**src/rtl/dest_addr_filter.sv**
```systemverilog
module dest_addr_filter #(
  parameter int NSLOT        = 4,
  parameter int LEN_W        = 14,
  parameter int MIN_LEN      = 6,
  parameter int MAX_LEN      = 10240,
  parameter int JUMBO_LEN    = 1536,
  parameter int BIG_LEN      = 1518,
  parameter int SLOT_BIT_TOP = 26,
  parameter int BCAST_BIT    = 31
) (
  input  logic                     clk,
  input  logic                     rst_n,
  input  logic                     reg_we,
  input  logic [$clog2(NSLOT):0]   reg_sel,
  input  logic [31:0]              reg_wdata,
  input  logic                     byte_vld,
  input  logic                     byte_sof,
  input  logic [7:0]               byte_data,
  input  logic                     frm_end,
  input  logic [LEN_W-1:0]         frm_len,
  input  logic                     cfg_no_bcast,
  input  logic                     cfg_copy_all,
  input  logic                     cfg_jumbo,
  input  logic                     cfg_big,
  output logic                     addr_ready,
  output logic                     verdict_valid,
  output logic                     accept,
  output logic [31:0]              match_status
);
  localparam int IDX_W    = $clog2(NSLOT);
  localparam int DA_BYTES = 6;
  localparam logic [2:0] CNT_LAST = 3'(DA_BYTES - 1);
  localparam logic [2:0] CNT_DONE = 3'(DA_BYTES);
  localparam logic [2:0] CNT_IDLE = 3'd7;

  logic [2:0]       cnt;
  logic [39:0]      shreg;
  logic [47:0]      cand;
  logic [NSLOT-1:0] hit;
  logic [31:0]      code;
  logic             addr_acc, fin_acc, len_ok;

  wire start = byte_vld & byte_sof;
  wire sixth = byte_vld & ~byte_sof & (cnt == CNT_LAST);

  assign cand = {shreg, byte_data};

  always_ff @(posedge clk) begin
    if (!rst_n) begin
      cnt   <= CNT_IDLE;
      shreg <= '0;
    end else if (start) begin
      cnt   <= 3'd1;
      shreg <= {32'b0, byte_data};
    end else if (byte_vld && cnt < CNT_DONE) begin
      cnt   <= cnt + 3'd1;
      shreg <= {shreg[31:0], byte_data};
    end
  end

  for (genvar i = 0; i < NSLOT; i++) begin : g_slot
    logic [31:0] lo;
    logic [15:0] hi;
    logic        ok;
    wire sel = reg_we && (reg_sel[IDX_W:1] == IDX_W'(i));
    always_ff @(posedge clk) begin
      if (!rst_n) begin
        lo <= '0;
        hi <= '0;
        ok <= 1'b0;
      end else if (sel) begin
        if (reg_sel[0]) begin
          hi <= reg_wdata[15:0];
          ok <= 1'b1;
        end else begin
          lo <= reg_wdata;
          ok <= 1'b0;
        end
      end
    end
    assign hit[i] = ok && (cand == {lo, hi});
  end

  always_comb begin
    code = '0;
    for (int i = NSLOT - 1; i >= 0; i--)
      if (hit[i]) code = 32'(1) << 5'(SLOT_BIT_TOP - i);
    if (code == '0 && !cfg_no_bcast && (&cand))
      code[BCAST_BIT] = 1'b1;
  end

  assign len_ok = (frm_len >= LEN_W'(MIN_LEN)) && (frm_len <= LEN_W'(MAX_LEN)) &&
                  (cfg_jumbo || frm_len <= LEN_W'(JUMBO_LEN)) &&
                  (cfg_big   || frm_len <= LEN_W'(BIG_LEN));

  always_ff @(posedge clk) begin
    if (!rst_n || start) begin
      addr_ready    <= 1'b0;
      addr_acc      <= 1'b0;
      match_status  <= '0;
      verdict_valid <= 1'b0;
      fin_acc       <= 1'b0;
    end else begin
      if (sixth) begin
        addr_ready   <= 1'b1;
        match_status <= code;
        addr_acc     <= (code != '0) | cfg_copy_all;
      end
      if (frm_end && !verdict_valid) begin
        verdict_valid <= 1'b1;
        fin_acc       <= addr_ready & addr_acc & len_ok;
      end
    end
  end

  assign accept = verdict_valid ? fin_acc : (addr_ready & addr_acc);
endmodule

```
**config.mk**
```make
export PLATFORM = sky130hd
export DESIGN_NAME = dest_addr_filter
export DESIGN_NICKNAME = d
export VERILOG_FILES = /design/src/rtl/dest_addr_filter.sv
export SDC_FILE = /design/constraint.sdc
export NUM_CORES = 1
export LEC_CHECK = 0
export CORE_ASPECT_RATIO = 1.1
export CORE_MARGIN = 2
export CORE_UTILIZATION = 30
export DETAILED_ROUTE_END_ITERATION = 16
export GPL_TIMING_DRIVEN = 0
export PLACE_DENSITY = 0.52
export SLEW_MARGIN = 15
export SYNTH_ARGS = -nofsm -noshare
export SYNTH_HDL_FRONTEND = slang
export SYNTH_SLANG_ARGS = --single-unit
export TNS_END_PERCENT = 20
```
**constraint.sdc**
```tcl
create_clock -name clk -period 5.95 [get_ports clk]
set_input_delay 1.19 -clock clk [delete_from_list [all_inputs] [get_ports clk]]
set_output_delay 1.19 -clock clk [all_outputs]
set_load 0.03 [all_outputs]
```
# After elaboration in Yosys (flattened, before gate mapping)
# Cells that the tools add are included.
totals:
  register_bits: 275
  in_bits: 67
  output_inout_bits: 35
  elab_cells: 90
op_classes:
  n_addsub: 1
  order_cmp: 5
  eq_ne: 8
  n_mux: 11
  bitwise_logic: 9
  reduce_logical: 35
op_table:
  columns: ["cell", "count"]
  rows:
  - ["== test 48 bit", 4]
  - ["2-to-1 mux 32 bit", 3]
  - ["AND reduction 48 bit", 1]
  - ["zero test 32 bit", 1]
  - ["nonzero test 32 bit", 1]
  - ["<= comparator 14 x 11 -> 1 bit, second input constant", 2]
  - ["2-to-1 mux 24 bit", 1]
  - ["2-to-1 mux 8 bit", 2]
  - ["AND reduction 2 bit", 8]
  - ["logical AND 1 bit", 15]
  - [">= comparator 14 x 3 -> 1 bit, second input constant", 1]
  - ["<= comparator 14 bit, second input constant", 1]
  - ["2-to-1 mux 3 bit", 2]
  - ["bitwise AND 1 bit", 5]
  - ["== test 2 bit, second input constant", 2]
  - ["adder 3 x 1 -> 3 bit, second input constant", 1]
  - ["== test 3 bit, second input constant", 1]
  - ["zero test 1 bit", 3]
  - ["logical OR 1 bit", 3]
  - ["< comparator 3 bit, second input constant", 1]
  - ["2-to-1 mux 1 bit", 3]
  - ["inverter 1 bit", 3]
  - ["== test 2 x 1 -> 1 bit, second input constant", 1]
  - ["zero test 2 bit", 1]
  - ["3 further kinds", 3]

# Logic depth before layout (Yosys ltp)
# Gate-level depths: netlist (run 1).
logic_depth:
  word_depth: 12
  mapped_depth: 7
  ltp_nobuf: 6

# Worst setup path before layout (run 1)
# OpenSTA, ideal clock, no wires.
synth_timing:
  kind: "in2reg"
  start: "input port byte_data[0]"
  end: "register match_status[25]"
  setup_ns: 0.070
  arrival_time_ns: 2.654
  t_required_ns: 5.880
  setup_slack_ns: 3.227
  cell_stages: 7
  path_buffers: 1
  cell_sequence: "buf_2 xor2_1 nor4_1 nand4_1 nor4_1 or3b_1 a21oi_1"
synth_between:
  elab_chain_cells: 4
  elab_cells_between_ends: 6
  cone_classes: "eq/ne (2); mux (2); reduce/logical (2)"
synth_lines:
  columns: ["element", "line_no", "text"]
  rows:
  - ["start: declaration", "18", "input logic [7:0] byte_data,"]
  - ["== test 48 bit", "81", "assign hit[i] = ok && (cand == {lo, hi});"]
  - ["logical AND 1 bit", "81", null]
  - ["2-to-1 mux 32 bit", "87", "if (hit[i]) code = 32'(1) << 5'(SLOT_BIT_TOP - i);"]
  - ["2-to-1 mux 32 bit (*)", "87", null]
  - ["end signal: assignment", "106", "match_status <= code;"]
  - ["end: declaration", "28", "output logic [31:0] match_status"]
# Every way passes the cells marked *; elsewhere a longest branch is shown, timed or not.
# A chain may end at the register's enable or synchronous reset.

# Final worst setup path (run 1)
layout_timing:
  start: "input port byte_data[6]"
  end: "register match_status[25]"
# The elaborated chain is that of the path after synthesis.

==> results.cfg, run 1 <==
[synth]
synth_edf_count = 0
syn-cell-area_mm2 = 0.0121
async_flop_share_pct = 0
synth_top_area_cell = dfxtp_1
ys_seq_area_share_pct = 41.2
synthCells = 1492
ys_seq_elements = 248
yosys_warnings = 0
syn_area_per_cell_um2 = 8.08
synthFlopType = dfxtp_1
ys_top_cells_by_area = dfxtp_1 (41%), nand2_1 (15%), a21boi_0 (13%)
synth.most_common_cell = nand2_1
synth_cell_types = 48
netlist_top_cells_count = nand2_1 (481), dfxtp_1 (248), a21boi_0 (203), xor2_1 (157), clkbuf_1 (68)
netlist.area_leader.share_pct = 41.2

[layout]
drive_above_1_share_pct = 8.49
layout.cells.non_filler = 2126
final_net_count = 1665
fill_cells = 4248
antenna_cells = 0
final_core_util_pct = 35.5
area_growth_pct = 17.5
fin_area_mm2 = 0.0142

[hold_path]
hp-class = register to register

[grt]
antenna_found_initial = 1
grt_max_degree = 14
grt_pass1_vias = 10000
gr-total-overflow = 0
grt_pass1_wl_um = 67800
grt_util_all_layers_pct = 22.0

[setup_path]
path_buf_inv = 1
critPathMaxStageDelay_ns = 0.73
critPathSlowestCell = nor4_2
regToRegSetupSlack_ns = 3.13
critPathKind = input port to register
worstPathArrival_ns = 3.63
required_ns = 6.43
cpLargestDelayFamily = simple AND/OR/NAND/NOR gates
critPathMaxFanout = 6
crit_chain = buf_2, xor2_1, nor4_1, nand4_1, nor4_2, or3b_1, a21oi_1
cp-start-kind = input port
end_kind = register

[drt]
first_pass_iters = 5
routed_wl_um = 46400
drtIter0Drc = 926
ant_nets = 0
drcViolationCount = 0
vias = 10500
vias_per_cell = 4.92
avgRoutedWirePerCell_um = 21.8

[die]
chipHeight_um = 214
die_w_um = 195
io_pins = 102
coreArea_mm2 = 0.0399
die_area_mm2 = 0.0418
row_count = 77
initial_core_util_pct = 30.2

[sta]
worst_slew_pin_slew_ns = 0.908
period_share_pct = 52.9
hold_violations = 0
setup_viol = 0
drv_slew = 0
slew_headroom_pct = 38.9
rsz0062_at_grt = false
tns_ns = 0
min_period_ns = 3.15
clock_skew_ns = 0.00866
fmax_mhz = 318
setup_slack_ns = 2.80

[placement]
dp_hpwl_um = 34500
place_ws_ns = 1.95
place.gp.congestion = 0.958
place_area_mm2 = 0.0133
portBuffers = 48
dp.cells = 2079

[cts]
post_cts_buffers = 0
cts_hold_buf = 0
cts_buffer_depth = 3
clock_latency_ns = 0.55
cts_resized = 0
cts.sinks = 248
cts_buffers = 28
root_buffer = clkbuf_16
ctsHtreeMaxLevel = 1
cts_tree = yes
clk_pin_slew_worst_paths_ns = 0.06

[power_and_ir_drop]
power_density_mw_per_mm2 = 271
ir_worst_vdd_mv = 0.191
p_leak_uw = 0.00565

[flow_run]
max-cap-violations = 0

[run_status]
status = complete, no violations
==> worst register-to-register path: stages, from the launching register on <==
cell and delay [ns]:
dfxtp_1 0.29, buf_2 0.18, xor2_1 0.16, nor4_1 0.80, nand4_1 0.17, nor4_1 0.51, or4b_1 0.49, a21oi_1 0.15
==> layout make-up <==
class	count	area (µm²)	share of cell area, %
tap	513	642	4.53
clock inverter	5	53.8	0.380
buffer	160	846	5.97
sequential	248	4960	35.1
multi-input combinational	1100	6310	44.6
timing repair buffer	48	480	3.39
inverter	10	37.5	0.265
clock buffer	42	825	5.82
==> per-stage QoR <==
step | total power, µW | hold WS, ns
detailed placement | 2160 | 0.452
global route | 3950 | 0.484
floorplan | 1990 | 0.443
CTS | 3850 | 0.464
finish | 3840 | 0.456
global placement | 2160 | 0.444
==> where the power goes <==
group          switching (µW)  internal (µW)
Combinational             275            138
Clock                     716            990
Sequential               23.5           1700
==> logic make-up (layout without fill, tap and decap cells) <==
family                     count (synthesis)  count (layout)  share of synthesized area, %
other                                      1              27                        0.0311
xor gates and xnor gates                 186             186                          13.6
AOI/OAI and AO/OA                        271             271                          15.9
buffers and inverters                    170             265                          7.33
adders and majority gates                  2               2                         0.208
and+or+nand+nor                          613             613                          21.7
muxes                                      1               1                        0.0831
DFF                                      248             248                          41.2
==> registers in the layout, summed over array words and instances (netlist names) <==
name	flops
addr_acc	1
fin_acc	1
match_status	5
cnt	3
g_slot.lo	128
addr_ready	1
verdict_valid	1
g_slot.ok	4
shreg	40
g_slot.hi	64
==> layout by cell type, fill, tap and decap left out, drive strengths merged, types with 8 or more instances in the layout <==
master,synthesis,layout
nor4,43,43
a21oi,41,41
dfxtp,248,248
nand4,27,27
nor2,15,15
xnor2,28,28
conb,1,27
a21boi,203,203
nor2b,9,9
buf,81,81
clkdlybuf4s50,0,48
clkbuf,79,121
nand2,481,481
xor2,158,158
nand3,13,13
nor3,8,8
o21ai,12,12
inv,10,11
==> worst paths after layout <==
kind                     from          endpoint  cells past startpoint
max              byte_data[6]  match_status[25]                      7
min reg2reg  match_status[25]  match_status[25]                      2
max reg2reg         shreg[25]  match_status[24]                      7
min          match_status[25]  match_status[25]                      2
==> layer usage <==
layer / GRT usage [%] / wire length [µm]
met5: 0 / 11
met1: 29.3 / 20500
met3: 2.83 / 2950
met4: 9.19 / 2030
met2: 35.7 / 20900
Power figures use the tool's default switching activity.
==> run 2: changes to the inputs <==
==> constraint.sdc (replaced) <==
create_clock -name clk -period 3.15 [get_ports clk]
set_input_delay 0.63 -clock clk [delete_from_list [all_inputs] [get_ports clk]]
set_output_delay 0.63 -clock clk [all_outputs]
set_load 0.03 [all_outputs]
==> run 2 against run 1 <==
Effect of this change:
- sequential share of layout area unchanged
- global-route usage unchanged
- clock skew up 0.0016 ns
- flip-flop and latch count unchanged
- final cell count unchanged
- first-iteration DRC count up 11%
- via count up 0.68%
- non-clock buffer count unchanged
- die area unchanged
- critical path depth unchanged
==> results.cfg, run 2 (same netlist as run 1, synthesis figures left out) <==
[run_status]
status = complete, no violations

[layout]
final_net_count = 1665
antenna_cells = 0
regMostFlops = g_slot.lo
area_growth_pct = 17.5
drive_above_1_share_pct = 8.49
layout_commonest_cell = nand2_1
layout.cells.non_filler = 2126
reg.largest.list = g_slot.lo: 128 flops, g_slot.hi: 64 flops, shreg: 40 flops
largest_reg_flops = 128
layout_common_cells = nand2_1 (481), dfxtp_1 (248), a21boi_0 (203)
fin_area_mm2 = 0.0142

[drt]
vias = 10500
drcViolationCount = 0
routed_wl_um = 46400
ant_nets = 0
first_pass_iters = 5
vias_per_cell = 4.95
avgRoutedWirePerCell_um = 21.8
drtIter0Drc = 1027

[cts]
post_cts_buffers = 0
cts_hold_buf = 0
cts.sinks = 248
cts_tree = yes
cts_buffer_depth = 3
ctsHtreeMaxLevel = 1
cts_buffers = 28
clk_pin_slew_worst_paths_ns = 0.06
root_buffer = clkbuf_16
clock_latency_ns = 0.55
cts_resized = 1

[sta]
min_period_ns = 2.81
hold_violations = 0
setup_viol = 0
clock_skew_ns = 0.0102
worst_slew_pin_slew_ns = 0.888
slew_headroom_pct = 40.2
period_share_pct = 89.1
rsz0062_at_grt = false
drv_slew = 0
fmax_mhz = 356

[grt]
grt_pass1_wl_um = 67800
grt_pass1_vias = 10000
grt_util_all_layers_pct = 22.0
antenna_found_initial = 1
gr-total-overflow = 0
grt_max_degree = 14

[die]
chipHeight_um = 214
io_pins = 102
row_count = 77
coreArea_mm2 = 0.0399
initial_core_util_pct = 30.2
die_w_um = 195
die_area_mm2 = 0.0418

[power_and_ir_drop]
clkPwrFrac_pct = 44.4
power.switching_uw = 1910
ir_worst_vdd_mv = 0.361
power_density_mw_per_mm2 = 512
p_leak_uw = 0.00565
switching_share_pct = 26.3
p_seq_share_pct = 44.9
combinationalPowerShare_pct = 10.8
p_int_uw = 5340

[setup_path]
end_kind = register
r2r-start = shreg[25]
critPathKind = register to register
cp-start-kind = register
critPathMaxFanout = 7
worstSetupStartpoint = shreg[25]
worstPathArrival_ns = 3.29
required_ns = 3.63

[placement]
place.gp.congestion = 0.958
portBuffers = 48
dp.cells = 2079
place_area_mm2 = 0.0133
dp_hpwl_um = 34500

[flow_run]
max-cap-violations = 0

[hold_path]
hp-start = byte_data[1]
hp-class = input port to register
run 2: final cells by class:
class / instances / area, µm²
flip-flops and latches: 248 / 4960
repair buffers: 48 / 480
well taps: 513 / 642
inverters: 10 / 37.5
fillers: 4248 / 25700
multi-input cells: 1100 / 6310
plain buffers: 160 / 846
clock inverters: 5 / 53.8
clock buffers: 42 / 825
run 2: final timing paths:
kind,to,slack [ns],cells past startpoint
setup / recovery,match_status[24],0.34,7
hold / removal,shreg[1],0.42,3
setup reg to reg,match_status[24],0.34,7
hold reg to reg,match_status[25],0.46,2
run 2: per-stage QoR:
| step | worst slack, ns | hold WS, ns | power, µW | util [%] | setup TNS (ns) |
|---|---|---|---|---|---|
| 2_1_floorplan | 0.987 | 0.443 | 3760 | - | 0 |
| 3_3_place_gp | -0.261 | 0.444 | 4080 | 33.3 | -0.686 |
| 3_5_place_dp | -0.286 | 0.452 | 4090 | 33.3 | -0.753 |
| 4_1_cts | 0.349 | 0.407 | 7270 | 35.5 | 0 |
| 5_1_grt | 0.223 | 0.415 | 7460 | 35.5 | 0 |
| 6_report | 0.345 | 0.423 | 7240 | 35.5 | 0 |
run 2: critical path: stages (launching register included):
cell and delay, ns:
dfxtp_1 0.29, buf_2 0.18, xor2_1 0.16, nor4_1 0.78, nand4_1 0.17, nor4_1 0.51, or4b_1 0.50, a21oi_1 0.15
run 2: power groups by stage:
stage | Sequential (µW) | Clock, µW | Combinational [µW]
3_3_place_gp | 3310 | 0 | 766
6_report | 3250 | 3210 | 780
2_1_floorplan | 3310 | 0 | 452
3_5_place_dp | 3320 | 0 | 768
5_1_grt | 3250 | 3380 | 828
4_1_cts | 3250 | 3250 | 772
run 2: layer usage:
metal  vias to the layer above  track usage [%]  share of wire (%)
met3                        91             2.82                7.1
met5                         -                0              0.024
met2                       415             35.8                 45
met4                         2             9.08                4.4
li1                       5014                -                  -
met1                      5006             29.3                 44
==> run 3: changes to the inputs <==
--- a/config.mk
+++ b/config.mk
@@ -5,6 +5,7 @@
 export SDC_FILE = /design/constraint.sdc
 export NUM_CORES = 1
 export LEC_CHECK = 0
+export CAP_MARGIN = 40
 export CORE_ASPECT_RATIO = 1.1
 export CORE_MARGIN = 2
 export CORE_UTILIZATION = 30
==> run 3 against run 2 <==
Effect of this change:
- count of clock-buffer cells in the layout increased by 1
- final cell count grew 0.14%
- global-route usage about the same
- critical path depth stayed put
- highest routed layer is now met4
==> results.cfg, run 3 (same netlist as run 1, synthesis figures left out) <==
[layout]
largest_reg_flops = 128
layout.cells.non_filler = 2129
final_core_util_pct = 35.6
seqCellArea_mm2 = 0.00496
drive_above_1_share_pct = 8.54
final_net_count = 1666
reg.largest.list = g_slot.lo: 128 flops, g_slot.hi: 64 flops, shreg: 40 flops
regMostFlops = g_slot.lo
multiInputGateArea_mm2 = 0.00630
layout_common_cells = nand2_1 (481), dfxtp_1 (248), a21boi_0 (203)
fill_cells = 4214
area_growth_pct = 17.9
layout_commonest_cell = nand2_1
antenna_cells = 0

[grt]
gr-total-overflow = 0
grt_util_all_layers_pct = 22.0
grt_pass1_vias = 10000
grt_use_met1_pct = 29.4
busiest_layer = met2
grt_pass1_wl_um = 67600
met3_usage_pct = 2.44
antenna_found_initial = 0
gr-usage-met2_pct = 35.8
grt_max_degree = 14

[setup_path]
end_kind = register
crit_top_cell = nor4_1
critPathKind = register to register
worstSetupStartpoint = shreg[11]
rr_worst_depth = 7
critPathSlowestCell = nor4_1
r2r-start = shreg[11]
crit_chain = buf_2, xor2_1, nor4_1, nand3_1, nor4_1, or4b_1, a21oi_1
critPathMaxStageDelay_ns = 0.58
required_ns = 3.64
critPathMaxFanout = 7
worstPathArrival_ns = 3.31
cp-start-kind = register

[die]
io_pins = 102
die_w_um = 195
chipHeight_um = 214
row_count = 77
initial_core_util_pct = 30.2
die_area_mm2 = 0.0418
coreArea_mm2 = 0.0399

[power_and_ir_drop]
combinationalPowerShare_pct = 10.5
clkPwrFrac_pct = 45.8
p_leak_uw = 0.00568
power_density_mw_per_mm2 = 523
switching_share_pct = 26.0
ir_worst_vdd_mv = 0.410
p_seq_share_pct = 43.7
p_int_uw = 5500
power_uw = 7440
power.switching_uw = 1930

[sta]
rsz0062_at_grt = false
slew_headroom_pct = 44.5
fmax_mhz = 355
worst_slew_pin_slew_ns = 0.826
drv_slew = 0
clock_skew_ns = 0.0133
hold_violations = 0
tns_ns = 0
hold_ws_ns = 0.418
period_share_pct = 89.4
setup_viol = 0
min_period_ns = 2.82

[cts]
clock_latency_ns = 0.56
root_buffer = clkbuf_16
cts_buffer_depth = 3
cts.sinks = 248
cts_tree = yes
post_cts_buffers = 0
cts_hold_buf = 0
clk_pin_slew_worst_paths_ns = 0.06
cts_buffers = 28
cts_resized = 0
ctsHtreeMaxLevel = 1

[flow_run]
max-cap-violations = 0

[placement]
portBuffers = 48
place.gp.congestion = 0.958
dp_hpwl_um = 34600
dp.cells = 2080

[drt]
avgRoutedWirePerCell_um = 21.8
ant_nets = 0
vias_per_cell = 4.94
drtIter0Drc = 827
vias = 10500
drcViolationCount = 0
first_pass_iters = 5
routed_wl_um = 46400

[hold_path]
hp-start = byte_data[1]
hp-class = input port to register
worstHoldPathCells = 3

[run_status]
status = complete, no violations
==> run 3: worst max-delay path: cells and delay by family, from the launching register on <==
kind / cells / cell delay, ns
DFF: 1 / 0.30
xor gates and xnor gates: 1 / 0.16
AOI/OAI and AO/OA: 1 / 0.15
and+or+nand+nor: 4 / 1.82
buffers and inverters: 1 / 0.32
==> run 3: path summary, 6_finish.rpt <==
path | end | slack, ns
worst min register to register | match_status[23] | 0.46
worst min-delay path | shreg[1] | 0.42
worst max-delay path | match_status[24] | 0.33
worst max register to register | match_status[24] | 0.33
==> run 3: through the flow <==
| step | setup WS [ns] | area (µm²) |
|---|---|---|
| 3_3_place_gp | -0.261 | 13300 |
| 5_1_grt | 0.241 | 14200 |
| 6_report | 0.335 | 14200 |
| 4_1_cts | 0.413 | 14200 |
| 2_1_floorplan | 0.987 | 12100 |
| 3_5_place_dp | 0.132 | 13300 |
==> run 3: cell type report <==
cell class	count	share of cell area, %
Clock inverter	6	0.740
Buffer	160	5.95
Timing Repair Buffer	49	3.42
Sequential cell	248	34.9
Multi-Input combinational cell	1100	44.3
Tap cell	513	4.52
Inverter	10	0.264
Clock buffer	43	5.83
==> run 3: power by group through the flow <==
stage	logic (µW)	clock network, µW	registers, µW
after floorplan	452	0	3310
after global placement	766	0	3310
after detailed placement	768	0	3320
after CTS	772	3430	3250
after global routing	826	3550	3260
final	781	3410	3250
==> run 3: metal layers <==
layer	routed length, µm	up-vias
met5	0	-
met2	21100	371
met1	20400	5059
met4	1960	0
li1	-	5004
met3	2880	73
